`config.mk`:
```
export PLATFORM = sky130hd
export DESIGN_NAME = reset_cause_ctrl
export DESIGN_NICKNAME = d
export VERILOG_FILES = /design/src/rtl/rcc_pkg.sv /design/src/rtl/rcc_sync.sv /design/src/rtl/rcc_ctrl.sv /design/src/rtl/rcc_datapath.sv /design/src/rtl/reset_cause_ctrl.sv
export SDC_FILE = /design/constraint.sdc
export NUM_CORES = 1
export LEC_CHECK = 0
export ABC_AREA = 1
export BUFFER_PORTS_ARGS = -buffer_cell sky130_fd_sc_hd__buf_2
export CORE_MARGIN = 3
export CORE_UTILIZATION = 25
export CTS_CLUSTER_SIZE = 28
export DETAILED_ROUTE_END_ITERATION = 12
export PLACE_DENSITY = 0.45
export SLEW_MARGIN = 0
export SYNTH_ARGS = -nofsm -noshare
export SYNTH_HDL_FRONTEND = slang
export SYNTH_SLANG_ARGS = --single-unit
export TNS_END_PERCENT = 1
```
`constraint.sdc`:
```
create_clock -name clk -period 1.2 [get_ports clk]
set_input_delay 0.12 -clock clk [delete_from_list [all_inputs] [get_ports clk]]
set_output_delay 0.12 -clock clk [all_outputs]
set_load 0.005 [all_outputs]
```
`src/rtl/rcc_pkg.sv`:
```
package rcc_pkg;
  localparam int unsigned DATA_W = 32;
  localparam int unsigned ADDR_W = 2;
  localparam int unsigned CAUSE_W = 8;
  localparam int unsigned KEY_W = 16;
  localparam logic [KEY_W-1:0] POR_KEY = 16'h5AA5;

  typedef enum logic [ADDR_W-1:0] {
    ADR_CAUSE = 2'd0,
    ADR_SWRST = 2'd1,
    ADR_BOD   = 2'd2,
    ADR_KEY   = 2'd3
  } rcc_addr_e;

  // cause flag positions
  localparam int unsigned C_POR = 0;
  localparam int unsigned C_PIN = 1;
  localparam int unsigned C_WDT = 2;
  localparam int unsigned C_LVR = 3;
  localparam int unsigned C_BOD = 4;
  localparam int unsigned C_SYS = 5;
  localparam int unsigned C_CPU = 7;

  // brown-out word positions
  localparam int unsigned B_EN   = 0;
  localparam int unsigned B_MODE = 4;
  localparam int unsigned B_FLAG = 5;
  localparam int unsigned B_OUT  = 7;

  typedef struct packed {
    logic causeClr;
    logic swRstWr;
    logic bodCtlWr;
    logic bodFlagClr;
    logic keyWr;
  } rcc_strobe_t;

  typedef struct packed {
    logic [CAUSE_W-1:0] cause;
    logic [1:0]         swBits;
    logic               bodEn;
    logic               bodMode;
    logic               bodFlag;
    logic               bodOut;
    logic [KEY_W-1:0]   porKey;
  } rcc_view_t;
endpackage

```
`src/rtl/rcc_sync.sv`:
```
module rcc_sync #(
  parameter int unsigned STAGES = 2
) (
  input  logic clk,
  input  logic rstN,
  input  logic asyncIn,
  output logic syncOut
);
  logic [STAGES-1:0] chain;

  always_ff @(posedge clk or negedge rstN) begin
    if (!rstN) chain <= '0;
    else       chain <= {chain[STAGES-2:0], asyncIn};
  end

  assign syncOut = chain[STAGES-1];
endmodule

```
`src/rtl/rcc_ctrl.sv`:
```
module rcc_ctrl
  import rcc_pkg::*;
(
  input  logic                regWe,
  input  logic [ADDR_W-1:0]   regAddr,
  input  logic                wrFlagBit,
  input  logic                protWrOk,
  input  rcc_view_t           view,
  output rcc_strobe_t         strb,
  output logic [DATA_W-1:0]   regRdata
);
  always_comb begin
    strb.causeClr   = regWe && (regAddr == ADR_CAUSE);
    strb.swRstWr    = regWe && (regAddr == ADR_SWRST) && protWrOk;
    strb.bodCtlWr   = regWe && (regAddr == ADR_BOD) && protWrOk;
    strb.bodFlagClr = regWe && (regAddr == ADR_BOD) && wrFlagBit;
    strb.keyWr      = regWe && (regAddr == ADR_KEY) && protWrOk;
  end

  always_comb begin
    regRdata = '0;
    case (regAddr)
      ADR_CAUSE: regRdata[CAUSE_W-1:0] = view.cause;
      ADR_SWRST: regRdata[1:0] = view.swBits;
      ADR_BOD: begin
        regRdata[B_EN]   = view.bodEn;
        regRdata[B_MODE] = view.bodMode;
        regRdata[B_FLAG] = view.bodFlag;
        regRdata[B_OUT]  = view.bodOut;
      end
      ADR_KEY:   regRdata[KEY_W-1:0] = view.porKey;
      default:   regRdata = '0;
    endcase
  end
endmodule

```
`src/rtl/rcc_datapath.sv`:
```
module rcc_datapath
  import rcc_pkg::*;
#(
  parameter int unsigned ONESHOT_CYC = 2
) (
  input  logic             clk,
  input  logic             rstN,
  input  rcc_strobe_t      strb,
  input  logic [KEY_W-1:0] wdata,
  input  logic             porReq,
  input  logic             pinReq,
  input  logic             wdtReq,
  input  logic             lvrReq,
  input  logic             sysReq,
  input  logic             bodSync,
  output rcc_view_t        view,
  output logic             chipRst,
  output logic             cpuRst,
  output logic             bodIrq
);
  localparam int unsigned AGE_W = (ONESHOT_CYC > 1) ? $clog2(ONESHOT_CYC) : 1;

  logic [1:0]         swBits;
  logic [CAUSE_W-1:0] cause, causeSet, clrMask;
  logic               bodEn, bodMode, bodFlag, bodSyncQ;
  logic [KEY_W-1:0]   porKey;
  logic               bodOut, bodReset, porHit, otherHit, chipCause;

  // self-clearing software reset bits
  for (genvar g = 0; g < 2; g++) begin : gOneShot
    logic             bitQ;
    logic [AGE_W-1:0] age;
    always_ff @(posedge clk or negedge rstN) begin
      if (!rstN) begin
        bitQ <= 1'b0;
        age  <= '0;
      end else if (strb.swRstWr && wdata[g]) begin
        bitQ <= 1'b1;
        age  <= '0;
      end else if (bitQ) begin
        if (age == AGE_W'(ONESHOT_CYC - 1)) bitQ <= 1'b0;
        else                                age  <= age + 1'b1;
      end
    end
    assign swBits[g] = bitQ;
  end

  assign bodOut    = bodEn & bodSync;
  assign bodReset  = bodOut & bodMode;
  assign porHit    = porReq & (porKey != POR_KEY);
  assign otherHit  = pinReq | wdtReq | lvrReq | sysReq | bodReset | swBits[0];
  assign chipCause = porHit | otherHit;

  always_comb begin
    causeSet        = '0;
    causeSet[C_POR] = porHit | swBits[0];
    causeSet[C_PIN] = pinReq;
    causeSet[C_WDT] = wdtReq;
    causeSet[C_LVR] = lvrReq;
    causeSet[C_BOD] = bodReset;
    causeSet[C_SYS] = sysReq;
    causeSet[C_CPU] = swBits[1];
    clrMask         = strb.causeClr ? wdata[CAUSE_W-1:0] : '0;
  end

  always_ff @(posedge clk or negedge rstN) begin
    if (!rstN) begin
      cause    <= '0;
      bodEn    <= 1'b0;
      bodMode  <= 1'b0;
      bodFlag  <= 1'b0;
      bodSyncQ <= 1'b0;
      porKey   <= '0;
      chipRst  <= 1'b0;
      cpuRst   <= 1'b0;
    end else begin
      cause    <= (cause & ~clrMask) | causeSet;
      bodSyncQ <= bodSync;
      if (strb.bodCtlWr) begin
        bodEn   <= wdata[B_EN];
        bodMode <= wdata[B_MODE];
      end
      bodFlag  <= (bodEn & (bodSync ^ bodSyncQ)) | (bodFlag & ~strb.bodFlagClr);
      if (otherHit)        porKey <= '0;
      else if (strb.keyWr) porKey <= wdata;
      chipRst  <= chipCause;
      cpuRst   <= chipCause | swBits[1];
    end
  end

  assign bodIrq = bodFlag & bodEn & ~bodMode;

  always_comb begin
    view.cause   = cause;
    view.swBits  = swBits;
    view.bodEn   = bodEn;
    view.bodMode = bodMode;
    view.bodFlag = bodFlag;
    view.bodOut  = bodOut;
    view.porKey  = porKey;
  end
endmodule

```
`src/rtl/reset_cause_ctrl.sv`:
```
module reset_cause_ctrl
  import rcc_pkg::*;
#(
  parameter int unsigned ONESHOT_CYC = 2,
  parameter int unsigned SYNC_STAGES = 2
) (
  input  logic              clk,
  input  logic              rstN,
  input  logic              porReq,
  input  logic              pinReq,
  input  logic              wdtReq,
  input  logic              lvrReq,
  input  logic              sysReq,
  input  logic              bodCmp,
  input  logic              protWrOk,
  input  logic              regWe,
  input  logic [ADDR_W-1:0] regAddr,
  input  logic [DATA_W-1:0] regWdata,
  output logic [DATA_W-1:0] regRdata,
  output logic              chipRst,
  output logic              cpuRst,
  output logic              bodIrq
);
  rcc_strobe_t strb;
  rcc_view_t   view;
  logic        bodSync;
  logic [1:0]  oneShotBits;
  logic        unusedWdata;

  assign oneShotBits = view.swBits;
  assign unusedWdata = ^regWdata[DATA_W-1:KEY_W];

  rcc_sync #(.STAGES(SYNC_STAGES)) uSync (
    .clk(clk), .rstN(rstN), .asyncIn(bodCmp), .syncOut(bodSync)
  );

  rcc_ctrl uCtrl (
    .regWe(regWe), .regAddr(regAddr), .wrFlagBit(regWdata[B_FLAG]),
    .protWrOk(protWrOk), .view(view), .strb(strb), .regRdata(regRdata)
  );

  rcc_datapath #(.ONESHOT_CYC(ONESHOT_CYC)) uData (
    .clk(clk), .rstN(rstN), .strb(strb), .wdata(regWdata[KEY_W-1:0]),
    .porReq(porReq), .pinReq(pinReq), .wdtReq(wdtReq), .lvrReq(lvrReq),
    .sysReq(sysReq), .bodSync(bodSync), .view(view),
    .chipRst(chipRst), .cpuRst(cpuRst), .bodIrq(bodIrq)
  );
endmodule

```
==> PnR_summary.wiki, run 1 <==
{| class="wikitable"
! Metric !! Value
|-
| Number of instances in the placed design || 428
|-
| Status || finished, violations left
|-
| Number of hold violations in the final report || 0
|-
| Final worst-path cycle share || 103%
|-
| Net count reported at finish || 388
|-
| Crit-path cells || buf_4 > nand3_1 > a31oi_1 > buf_2
|-
| Register bit total from synthesis || 36
|-
| Kind of end point of the critical path || primary output
|-
| Seq/Total Area, Yosys || 43.2%
|-
| Via total after detailed routing || 1743
|-
| Count of warnings emitted by yosys || 0
|-
| Num rows || 32
|-
| Synthesized instance count || 271
|-
| Area fraction in compound gates after synthesis || 11.6%
|-
| CTS tree || done
|-
| Initial Utilization || 26.3%
|-
| Boundary pin count || 79
|-
| Worst Hold Margin || 0.0460 ns
|-
| WP data required || 1.08 ns
|-
| Final non-filler cell total || 440
|-
| Internal Dissipation || 1.95 mW
|-
| Final design instance area without fill || 2630 um^2
|-
| Vias per Instance || 3.96
|-
| Clock net sink count || 36
|-
| Slowest stage delay, CP || 0.35 ns
|-
| Die area || 9480 um^2
|-
| Unrepaired setup endpoints after global routing || yes
|-
| Core outline area || 7930 um^2
|-
| Share of power burned in combinational logic || 15.2%
|-
| Multiplexer fraction of the synthesized cell area || 0%
|-
| Area after DPL || 2470 um^2
|-
| Fin Clk Skew || 0.00443 ns
|-
| Area growth from synthesis to layout || 26.3%
|-
| GR Util All Layers || 11.0%
|-
| Number of iterations in the first detailed-routing pass || 4
|-
| Via count of the first global-routing pass || 1778
|-
| Final weighted congestion of routability-driven global placement || 0.767
|-
| Simple-gate share of the synthesized area || 21.3%
|-
| Sum of net half-perimeters after detailed placement || 3790 um
|-
| Global-route wire length before repair || 8350 um
|-
| Share of cells above drive strength 1 || 27.2%
|-
| Clock latency on the worst-skew pair || 0.28 ns
|-
| Placement-stage worst setup slack || -0.0449 ns
|-
| ANT nets after route || 0
|-
| Buffers on Ports || 46
|-
| Dominant register cell in the synthesized netlist || sky130_fd_sc_hd__dfrtp_1
|-
| Register Area || 903 um^2
|-
| Power per cell area || 1020 nW/um^2
|-
| Setup CP Type || reg2out
|-
| DRC viols || 0
|-
| Fraction of the mapped netlist area in adder cells || 4.20%
|-
| Antenna Cells || 0
|-
| Initial detailed-routing violation count || 64
|-
| Fraction of power consumed by sequential logic || 50.9%
|-
| Post-synthesis async set-or-reset flop share || 100%
|-
| Horizontal die dimension || 97.3 um
|-
| Startpoint of the most critical register-to-register path || uSync.chain[1]
|-
| Number of flops mapped to enable cells by yosys || 0
|-
| Clk root buf || sky130_fd_sc_hd__clkbuf_8
|-
| WP data arrival || 1.12 ns
|-
| Crit path launch || uSync.chain[1]
|-
| Sum of routed wire length over all layers || 4950 um
|-
| Cell type of the slowest stage on the worst timing path || sky130_fd_sc_hd__dfrtp_1
|-
| Clock slew at the register clock pins of the worst setup and hold paths || 0.07 ns
|-
| Failing checks || negative setup slack
|-
| Category of the worst setup path launch point || flop
|-
| Power share of the clock group || 34.0%
|-
| Mean instance size in the synthesized netlist || 7.70 um^2
|-
| Final number of max-transition violations || 0
|-
| Main combinational cell family by area after synthesis || simple AND/OR/NAND/NOR gates
|-
| Post-layout worst setup margin || -0.0363 ns
|-
| Total of fill cells in the finished design || 921
|-
| Largest buffer count on any clock path || 2
|-
| PnR Total Power || 2.67 mW
|-
| WL per Instance || 11.3 um
|-
| Startpoint of the tightest hold check path || pinReq
|-
| Vertical die dimension || 97.3 um
|-
| Count of H-tree levels built during CTS || 2
|-
| Post-synth design cell area || 2090 um^2
|-
| Area occupied by multi-input gates || 862 um^2
|-
| Net Switching || 724 uW
|-
| TritonCTS Buffers || 5
|-
| Pin count of the biggest net entering global routing || 37
|-
| Setup violators final || 3
|-
| Post-synthesis share of cell area spent on xor and xnor gates || 0%
|-
| Cell leakage power || 1.53 nW
|-
| Shortest period the worst path allows || 1.24 ns
|-
| Kind of path behind the tightest hold check || in2reg
|-
| Share of total power consumed by net switching || 27.1%
|-
| Maximum operating frequency || 809 MHz
|-
| Worst r2r path cells || 7
|-
| Worst voltage drop across the vdd grid || 0.000461 V
|-
| Largest fanout on the critical path || 4
|-
| Leftover overflow at the end of global routing || 0
|-
| Initial antenna violation count || 0
|-
| Number of distinct standard cells referenced by the synthesized netlist || 21
|-
| Worst Hold Path Cells || 3
|-
| Count of maximum capacitance violations || 0
|}
timing repair:
| item | CTS | global route |
|---|---|---|
| endpoints found under the setup margin | 7 | 27 |
| gates resized for setup | 5 | 6 |
| pin swaps | 2 | 2 |
| hold buffers | 2 | 0 |
| buffers inserted | 2 | 0 |
| endpoints found under the hold margin | 37 | 0 |
power groups by stage:
stage | logic [mW] | clock network (mW) | registers [mW]
finish | 0.406 | 0.908 | 1.36
global placement | 0.394 | 0 | 1.37
floorplan | 0.246 | 0 | 1.36
global route | 0.466 | 1.00 | 1.37
detailed placement | 0.397 | 0 | 1.38
CTS | 0.411 | 0.937 | 1.35
cell usage in the layout, fill, tap and decap left out, types with 3 or more instances in the layout:
| cell type | netlist | final |
|---|---|---|
| sky130_fd_sc_hd__a21oi_1 | 4 | 3 |
| sky130_fd_sc_hd__dfrtp_1 | 36 | 34 |
| sky130_fd_sc_hd__o21ai_2 | 8 | 8 |
| sky130_fd_sc_hd__ha_2 | 0 | 3 |
| sky130_fd_sc_hd__buf_4 | 17 | 15 |
| sky130_fd_sc_hd__nand3_1 | 8 | 8 |
| sky130_fd_sc_hd__o21ai_0 | 12 | 12 |
| sky130_fd_sc_hd__ha_1 | 7 | 4 |
| sky130_fd_sc_hd__nor2_1 | 9 | 9 |
| sky130_fd_sc_hd__o21ai_1 | 8 | 8 |
| sky130_fd_sc_hd__clkbuf_8 | 0 | 6 |
| sky130_fd_sc_hd__nand3_4 | 1 | 3 |
| sky130_fd_sc_hd__buf_2 | 2 | 46 |
| sky130_fd_sc_hd__conb_1 | 1 | 16 |
| sky130_fd_sc_hd__inv_1 | 60 | 60 |
| sky130_fd_sc_hd__nand2_1 | 83 | 82 |
final timing paths:
path | end | slack (ns)
worst max-delay path | regRdata[7] | -0.04
worst min-delay path | uData.cause[1] | 0.05
worst max register to register | uData.porKey[2] | 0.05
worst min register to register | uSync.chain[1] | 0.35
max in group asynchronous | uData.bodEn | 0.66
min in group asynchronous | uData.bodMode | 0.32
registers in the layout, summed over array words and instances, names as in the netlist:
register             flops
uData.gOneShot.age       2
uData.bodMode            1
uData.chipRst            1
uData.cause              8
uData.bodSyncQ           1
uData.porKey            16
uData.bodEn              1
uData.cpuRst             1
uSync.chain              2
uData.gOneShot.bitQ      2
uData.bodFlag            1
metal layers:
layer	global-route usage, %	vias to the layer above	wire, um
li1	-	910	-
met1	13.2	793	2220
met2	19.4	34	2510
met3	1.87	6	147
met4	4.15	0	82
met5	0	-	0
cells in the mapped netlist, types with 3 or more instances:
cell type / instances / area, um^2
sky130_fd_sc_hd__nand3_1: 8 / 40.0
sky130_fd_sc_hd__ha_1: 7 / 87.6
sky130_fd_sc_hd__inv_1: 60 / 225
sky130_fd_sc_hd__dfrtp_1: 36 / 901
sky130_fd_sc_hd__o21ai_1: 8 / 40.0
sky130_fd_sc_hd__nor2_1: 9 / 33.8
sky130_fd_sc_hd__buf_6: 4 / 45.0
sky130_fd_sc_hd__o21ai_0: 12 / 60.1
sky130_fd_sc_hd__buf_4: 17 / 128
sky130_fd_sc_hd__a21oi_1: 4 / 20.0
sky130_fd_sc_hd__nand2_1: 83 / 312
sky130_fd_sc_hd__o21ai_2: 8 / 70.1
sky130_fd_sc_hd__nand3_2: 3 / 30.0
logic make-up (layout without fill, tap and decap cells):
| group | after synthesis | after routing |
|---|---|---|
| adder cells (fa/ha/maj) | 7 | 7 |
| other | 1 | 16 |
| flip-flops | 36 | 36 |
| AND/OR/NAND/NOR | 105 | 105 |
| AO/OA/AOI/OAI | 39 | 39 |
| buffers and inverters | 83 | 135 |
stage by stage:
stage / util (%) / TNS (ns)
3_5_place_dp: 31.2 / -0.140
3_3_place_gp: 31.2 / -0.150
4_1_cts: 32.9 / -0.165
6_report: 33.2 / -0.0871
5_1_grt: 33.2 / -0.640
2_1_floorplan: - / 0
worst max-delay path: cells and delay by family (launching register included):
| kind | cells | cell delay (ns) |
|---|---|---|
| and+or+nand+nor | 1 | 0.07 |
| DFF | 1 | 0.35 |
| AOI/OAI and AO/OA | 1 | 0.15 |
| buffers and inverters | 2 | 0.26 |
layout make-up:
type | count | area share, %
flip-flops and latches | 36 | 34.3
repair buffers | 67 | 16.2
clock buffers | 8 | 3.42
well taps | 102 | 4.85
multi-input cells | 167 | 32.7
inverters | 60 | 8.55
Power figures use the tool's default switching activity.
==> inputs of run 2 (changes only) <==
- CORE_UTILIZATION: 25 -> 49
- PLACE_DENSITY: 0.45 -> 0.79
==> PnR_summary.wiki, run 2 (same netlist as run 1, synthesis figures left out) <==
{| class="wikitable"
! Metric !! Value
|-
| DRC viols || 0 (unchanged)
|-
| Final worst-path cycle share || 111% (+7.5 points)
|-
| Clock slew at the register clock pins of the worst setup and hold paths || 0.07 ns (about the same)
|-
| Registers with the most flip-flops || uData.porKey x16, uData.cause x8
|-
| Initial antenna violation count || 0 (unchanged)
|-
| Count of maximum capacitance violations || 0 (unchanged)
|-
| GR Util All Layers || 18.4% (+7.4 points)
|-
| Kind of end point of the critical path || primary output
|-
| Buffers on Ports || 46 (unchanged)
|-
| Initial detailed-routing violation count || 131 (+100%)
|-
| Vias per Instance || 4.69 (+18%)
|-
| Boundary pin count || 79 (unchanged)
|-
| WP data required || 1.08 ns (about the same)
|-
| Share of total power consumed by net switching || 26.9% (-0.22 points)
|-
| Power share of the clock group || 33.0% (-1.0 points)
|-
| Number of iterations in the first detailed-routing pass || 4 (unchanged)
|-
| Top register by number of flip-flops || uData.porKey
|-
| Number of flip-flops in the largest register || 16 (unchanged)
|-
| Pin count of the biggest net entering global routing || 37 (unchanged)
|-
| Buffers plus inverters on the worst setup path || 2 (unchanged)
|-
| Placement-stage worst setup slack || -0.117 ns (-0.0726 ns)
|-
| Shortest period the worst path allows || 1.33 ns (+0.0904 ns)
|-
| Clock net sink count || 36 (unchanged)
|-
| Share of cells above drive strength 1 || 26.6% (-0.65 points)
|-
| Final number of max-transition violations || 0 (unchanged)
|-
| Crit-path cells || buf_6 > nand3_4 > a31oi_4 > buf_2
|-
| Num rows || 23 (-28%)
|-
| Sum of net half-perimeters after detailed placement || 3190 um (-16%)
|-
| Internal Dissipation || 1.97 mW (+0.92%)
|-
| Via total after detailed routing || 1804 (+3.5%)
|-
| Final weighted congestion of routability-driven global placement || 0.885 (+15%)
|-
| Total of fill cells in the finished design || 342 (-63%)
|-
| Count of H-tree levels built during CTS || 2 (unchanged)
|-
| Share of power burned in combinational logic || 16.8% (+1.6 points)
|-
| Status || finished, violations left
|-
| Final design instance area without fill || 2570 um^2 (-2.3%)
|-
| Category of the worst setup path launch point || flop
|-
| Vertical die dimension || 71.2 um (-27%)
|-
| CTS tree || done
|-
| Die area || 5080 um^2 (-46%)
|-
| Setup violators final || 4 (+1)
|-
| Post-layout worst setup margin || -0.127 ns (-0.0904 ns)
|-
| Unrepaired setup endpoints after global routing || yes
|-
| Worst voltage drop across the vdd grid || 0.000758 V (+64%)
|-
| Largest fanout on the critical path || 5 (+1)
|-
| Kind of path behind the tightest hold check || in2reg
|-
| Commonest cells after routing, fill and taps aside || sky130_fd_sc_hd__nand2_1 (83), sky130_fd_sc_hd__inv_1 (59), sky130_fd_sc_hd__buf_2 (46)
|-
| WP data arrival || 1.21 ns (+0.09 ns)
|-
| Cell type of the slowest stage on the worst timing path || sky130_fd_sc_hd__dfrtp_1
|-
| Via count of the first global-routing pass || 1669 (-6.1%)
|-
| Sum of routed wire length over all layers || 4520 um (-8.7%)
|-
| Power per cell area || 1050 nW/um^2 (+3.0%)
|-
| Area after DPL || 2390 um^2 (-3.2%)
|-
| Leading cell type in the layout, fill and taps excluded || sky130_fd_sc_hd__nand2_1
|-
| Global-route wire length before repair || 7270 um (-13%)
|-
| ANT nets after route || 0 (unchanged)
|-
| Net count reported at finish || 385 (-0.77%)
|-
| Cell leakage power || 1.52 nW (-0.84%)
|-
| Clock latency on the worst-skew pair || 0.29 ns (about the same)
|-
| Area growth from synthesis to layout || 23.3%
|-
| Fin Clk Skew || 0.00953 ns (+0.00511 ns)
|-
| Clk root buf || sky130_fd_sc_hd__clkbuf_8
|-
| Slowest stage delay, CP || 0.40 ns (+0.05 ns)
|-
| Number of hold violations in the final report || 0 (unchanged)
|-
| TritonCTS Buffers || 5 (unchanged)
|-
| Initial Utilization || 51.4% (+25 points)
|-
| WL per Instance || 11.7 um (+4.3%)
|-
| Setup CP Type || reg2out
|-
| Horizontal die dimension || 71.2 um (-27%)
|-
| TNS Setup || -0.254 ns (-0.167 ns)
|-
| Largest delay share family, worst path || flip-flops
|-
| Net Switching || 723 uW (-0.22%)
|-
| Maximum operating frequency || 754 MHz (-6.8%)
|-
| Leftover overflow at the end of global routing || 0 (unchanged)
|-
| Fraction of power consumed by sequential logic || 50.2% (-0.7 points)
|-
| Failing checks || negative setup slack
|-
| Largest buffer count on any clock path || 2 (unchanged)
|-
| Antenna Cells || 0 (unchanged)
|-
| Core outline area || 4060 um^2 (-49%)
|}
==> run 2: cell count changes in the layout (fill, tap and decap cells not counted), moves of 2 or more <==
cell	before	now
sky130_fd_sc_hd__buf_4	15	12
sky130_fd_sc_hd__dfrtp_1	34	36
sky130_fd_sc_hd__dfrtp_2	2	0
sky130_fd_sc_hd__ha_2	3	1
sky130_fd_sc_hd__ha_4	0	2
sky130_fd_sc_hd__nand3_2	1	3
==> run 2: tightest hold or removal path, stage by stage <==
cell	delay, ns
sky130_fd_sc_hd__buf_2	0.07
sky130_fd_sc_hd__inv_1	0.04
sky130_fd_sc_hd__nand2_1	0.06
==> run 2: metal layers <==
layer | routed length (um) | track usage, % | vias up
li1 | - | - | 907
met1 | 1960 | 23.4 | 846
met2 | 2260 | 29.4 | 43
met3 | 187 | 4.35 | 8
met4 | 108 | 8.98 | 0
met5 | 0 | 0 | -
==> run 2: final timing paths <==
check | from | end | slack (ns) | depth (start not counted)
hold / removal | pinReq | uData.cause[1] | 0.04 | 3
min in group asynchronous | rstN | uData.cause[5] | 0.40 | 3
hold reg to reg | uSync.chain[0] | uSync.chain[1] | 0.34 | 0
setup / recovery | uData.bodEn | regRdata[7] | -0.13 | 4
setup reg to reg | uData.bodMode | uData.cpuRst | 0.08 | 5
max in group asynchronous | rstN | uData.porKey[14] | 0.46 | 3
==> run 2: power by group through the flow <==
stage	sequential (mW)	combinational [mW]	clock (mW)
floorplan	1.36	0.246	0
global placement	1.36	0.389	0
detailed placement	1.37	0.400	0
CTS	1.35	0.415	0.905
global route	1.35	0.509	0.949
finish	1.35	0.451	0.889
==> run 2: cell type report <==
type / count / area (um^2) / area share, %
Clock buffer: 8 / 90.1 / 3.50
Tap cell: 50 / 62.6 / 2.43
Inverter: 60 / 225 / 8.75
Timing Repair Buffer: 64 / 403 / 15.7
Multi-Input combinational cell: 167 / 891 / 34.6
Sequential cell: 36 / 901 / 35.0
==> run 2: timing repair <==
item / 4_1_cts / 5_1_grt
hold buffers: 2 / 0
buffers inserted: 0 / 1
endpoints found under the hold margin: 37 / 0
gates resized for setup: 3 / 10
pin swaps: 4 / 3
endpoints found under the setup margin: 8 / 13
==> run 2: per-stage QoR <==
| step | hold slack [ns] | cells | utilization, % | power, mW |
|---|---|---|---|---|
| floorplan | -0.176 | 286 | - | 1.61 |
| global placement | 0.181 | 374 | 58.9 | 1.75 |
| detailed placement | 0.186 | 374 | 58.9 | 1.77 |
| CTS | 0.0418 | 384 | 61.8 | 2.67 |
| global route | 0.0438 | 385 | 63.4 | 2.81 |
| finish | 0.0425 | 385 | 63.4 | 2.69 |
==> inputs of run 3 (changes only) <==
- CORE_UTILIZATION: 49 -> 51
- CTS_BUF_LIST: default -> sky130_fd_sc_hd__clkbuf_8
- PLACE_DENSITY: 0.79 -> 0.82
- clock period: 1.2 -> 1.5 ns (I/O delays scaled with it)
==> PnR_summary.wiki, run 3 (same netlist as run 1, synthesis figures left out) <==
{| class="wikitable"
! Metric !! Value
|-
| Fin Clk Skew || 0.00393 ns (-0.00560 ns)
|-
| WP data required || 1.35 ns (+0.27 ns)
|-
| Share of power burned in combinational logic || 13.8% (-3.0 points)
|-
| Cell leakage power || 1.47 nW (-3.5%)
|-
| Global routing met2 resource utilization || 28.9% (-0.53 points)
|-
| WL per Instance || 11.7 um (-0.56%)
|-
| TNS Setup || 0 ns (+0.254 ns)
|-
| Largest fanout on the critical path || 6 (+1)
|-
| Unrepaired setup endpoints after global routing || no
|-
| Final non-filler cell total || 371 (-3.6%)
|-
| Fraction of power consumed by sequential logic || 51.3% (+1.1 points)
|-
| Commonest cells after routing, fill and taps aside || sky130_fd_sc_hd__nand2_1 (83), sky130_fd_sc_hd__inv_1 (60), sky130_fd_sc_hd__buf_2 (46)
|-
| Power per cell area || 875 nW/um^2 (-16%)
|-
| Net Switching || 547 uW (-24%)
|-
| ANT nets after route || 0 (unchanged)
|-
| Sum of net half-perimeters after detailed placement || 3230 um (+1.3%)
|-
| Leftover overflow at the end of global routing || 0 (unchanged)
|-
| Clock latency on the worst-skew pair || 0.29 ns (about the same)
|-
| Via total after detailed routing || 1739 (-3.6%)
|-
| Maximum operating frequency || 729 MHz
|-
| Pin count of the biggest net entering global routing || 33 (-11%)
|-
| Count of H-tree levels built during CTS || 2 (unchanged)
|-
| Initial antenna violation count || 0 (unchanged)
|-
| Number of iterations in the first detailed-routing pass || 4 (unchanged)
|-
| Number of instances in the placed design || 362 (-3.2%)
|-
| Setup CP Type || in2out
|-
| Met3 usage || 5.04% (+0.69 points)
|-
| CTS tree || done
|-
| Area after DPL || 2300 um^2 (-3.8%)
|-
| Slowest stage delay, CP || 0.31 ns (-0.09 ns)
|-
| Buffers on Ports || 46 (unchanged)
|-
| Final worst-path cycle share || 91.5%
|-
| Net count reported at finish || 374 (-2.9%)
|-
| Category of the worst setup path launch point || input port
|-
| Number of flip-flops in the largest register || 16 (unchanged)
|-
| Shortest period the worst path allows || 1.37 ns
|-
| Final weighted congestion of routability-driven global placement || 0.852 (-3.7%)
|-
| Registers with the most flip-flops || uData.porKey x16, uData.cause x8
|-
| Worst voltage drop across the vdd grid || 0.000495 V (-35%)
|-
| Sum of routed wire length over all layers || 4330 um (-4.2%)
|-
| Top register by number of flip-flops || uData.porKey
|-
| Area growth from synthesis to layout || 15.8%
|-
| Largest buffer count on any clock path || 2 (unchanged)
|-
| Setup bufs post-CTS || 0 (unchanged)
|-
| Antenna Cells || 0 (unchanged)
|-
| Number of hold violations in the final report || 0 (unchanged)
|-
| Final design instance area without fill || 2420 um^2 (-6.1%)
|-
| Power share of the clock group || 34.9% (+1.9 points)
|-
| Vias per Instance || 4.69 (about the same)
|-
| Die area || 4890 um^2 (-3.6%)
|-
| Clock net sink count || 36 (unchanged)
|-
| Vertical die dimension || 70.0 um (-1.8%)
|-
| Initial detailed-routing violation count || 89 (-32%)
|-
| Share of total power consumed by net switching || 25.9% (-0.97 points)
|-
| Internal Dissipation || 1.57 mW (-20%)
|-
| Core outline area || 3800 um^2 (-6.4%)
|-
| Horizontal die dimension || 70.0 um (-1.8%)
|-
| Via count of the first global-routing pass || 1633 (-2.2%)
|-
| Clock slew at the register clock pins of the worst setup and hold paths || 0.06 ns (about the same)
|-
| Boundary pin count || 79 (unchanged)
|-
| DRC viols || 0 (unchanged)
|-
| Status || completed
|-
| Crit-path cells || buf_2 > inv_1 > ha_1 > buf_4 > nand2_1 > a21oi_1 > buf_2
|-
| Kind of path behind the tightest hold check || in2reg
|-
| Cell type of the slowest stage on the worst timing path || sky130_fd_sc_hd__ha_1
|-
| Leading cell type in the layout, fill and taps excluded || sky130_fd_sc_hd__nand2_1
|-
| Count of maximum capacitance violations || 0 (unchanged)
|-
| CP most frequent cell || sky130_fd_sc_hd__buf_2
|-
| Share of cells above drive strength 1 || 22.3% (-4.3 points)
|-
| GR Layer Usage met1 || 23.8% (+0.40 points)
|-
| Clk root buf || sky130_fd_sc_hd__clkbuf_8
|-
| TritonCTS Buffers || 5 (unchanged)
|-
| GR Util All Layers || 18.7% (+0.35 points)
|-
| Setup violators final || 0 (-4)
|-
| GR peak layer || met2
|-
| WP data arrival || 1.22 ns (about the same)
|-
| Num rows || 22 (-4.3%)
|-
| Initial Utilization || 54.9% (+3.5 points)
|-
| Kind of end point of the critical path || primary output
|-
| Global-route wire length before repair || 7300 um (+0.48%)
|-
| Final number of max-transition violations || 0 (unchanged)
|}
[run 3: worst max-delay path: cells and delay by family]
family,cells,cell delay [ns]
adder cells (fa/ha/maj),1,0.31
AO/OA/AOI/OAI,1,0.15
AND/OR/NAND/NOR,1,0.05
buffers and inverters,4,0.57
[run 3: final cells by class]
class                   count  area, um^2
well taps                  48        60.1
inverters                  60         225
multi-input cells         167         833
clock buffers               7        96.3
flip-flops and latches     36         901
fillers                   341        1380
repair buffers             53         300
[run 3: metrics by stage]
step                hold WS (ns)  total power [mW]  utilization, %  setup slack [ns]
finish                    0.0645              2.11            63.6             0.127
global route              0.0618              2.22            63.6            0.0554
CTS                       0.0522              2.14            63.6             0.150
detailed placement         0.111              1.39            60.5             0.100
global placement           0.107              1.37            60.5             0.149
floorplan                 -0.146              1.28               -             0.436
[run 3: repair_timing]
action | 4_1_cts | 5_1_grt
setup endpoints to repair | 0 | 0
endpoints found under the hold margin | 18 | 0
hold buffers | 2 | 0
gates resized for setup | 0 | 0
[run 3: final timing paths]
kind | startpoint | endpoint | slack (ns) | cells past startpoint
setup reg to reg | uData.gOneShot[0].bitQ | uData.cpuRst | 0.17 | 4
min in group asynchronous | rstN | uData.bodMode | 0.32 | 2
hold / removal | lvrReq | uData.cause[3] | 0.06 | 3
setup / recovery | regAddr[0] | regRdata[2] | 0.13 | 7
hold reg to reg | uSync.chain[0] | uSync.chain[1] | 0.35 | 0
max in group asynchronous | rstN | uData.porKey[15] | 0.74 | 3
[run 3: routing by layer]
metal	share of wire [%]	wire, um
met3	5.6	244
met1	43	1880
met4	3.1	133
met5	0	0
met2	48	2070
[run 3: power by group through the flow]
stage                     registers [mW]  clock network, mW  logic (mW)
after detailed placement            1.10                  0       0.289
after floorplan                     1.09                  0       0.196
after CTS                           1.08              0.763       0.294
after global placement              1.10                  0       0.278
final                               1.08              0.737       0.293
after global routing                1.09              0.800       0.329
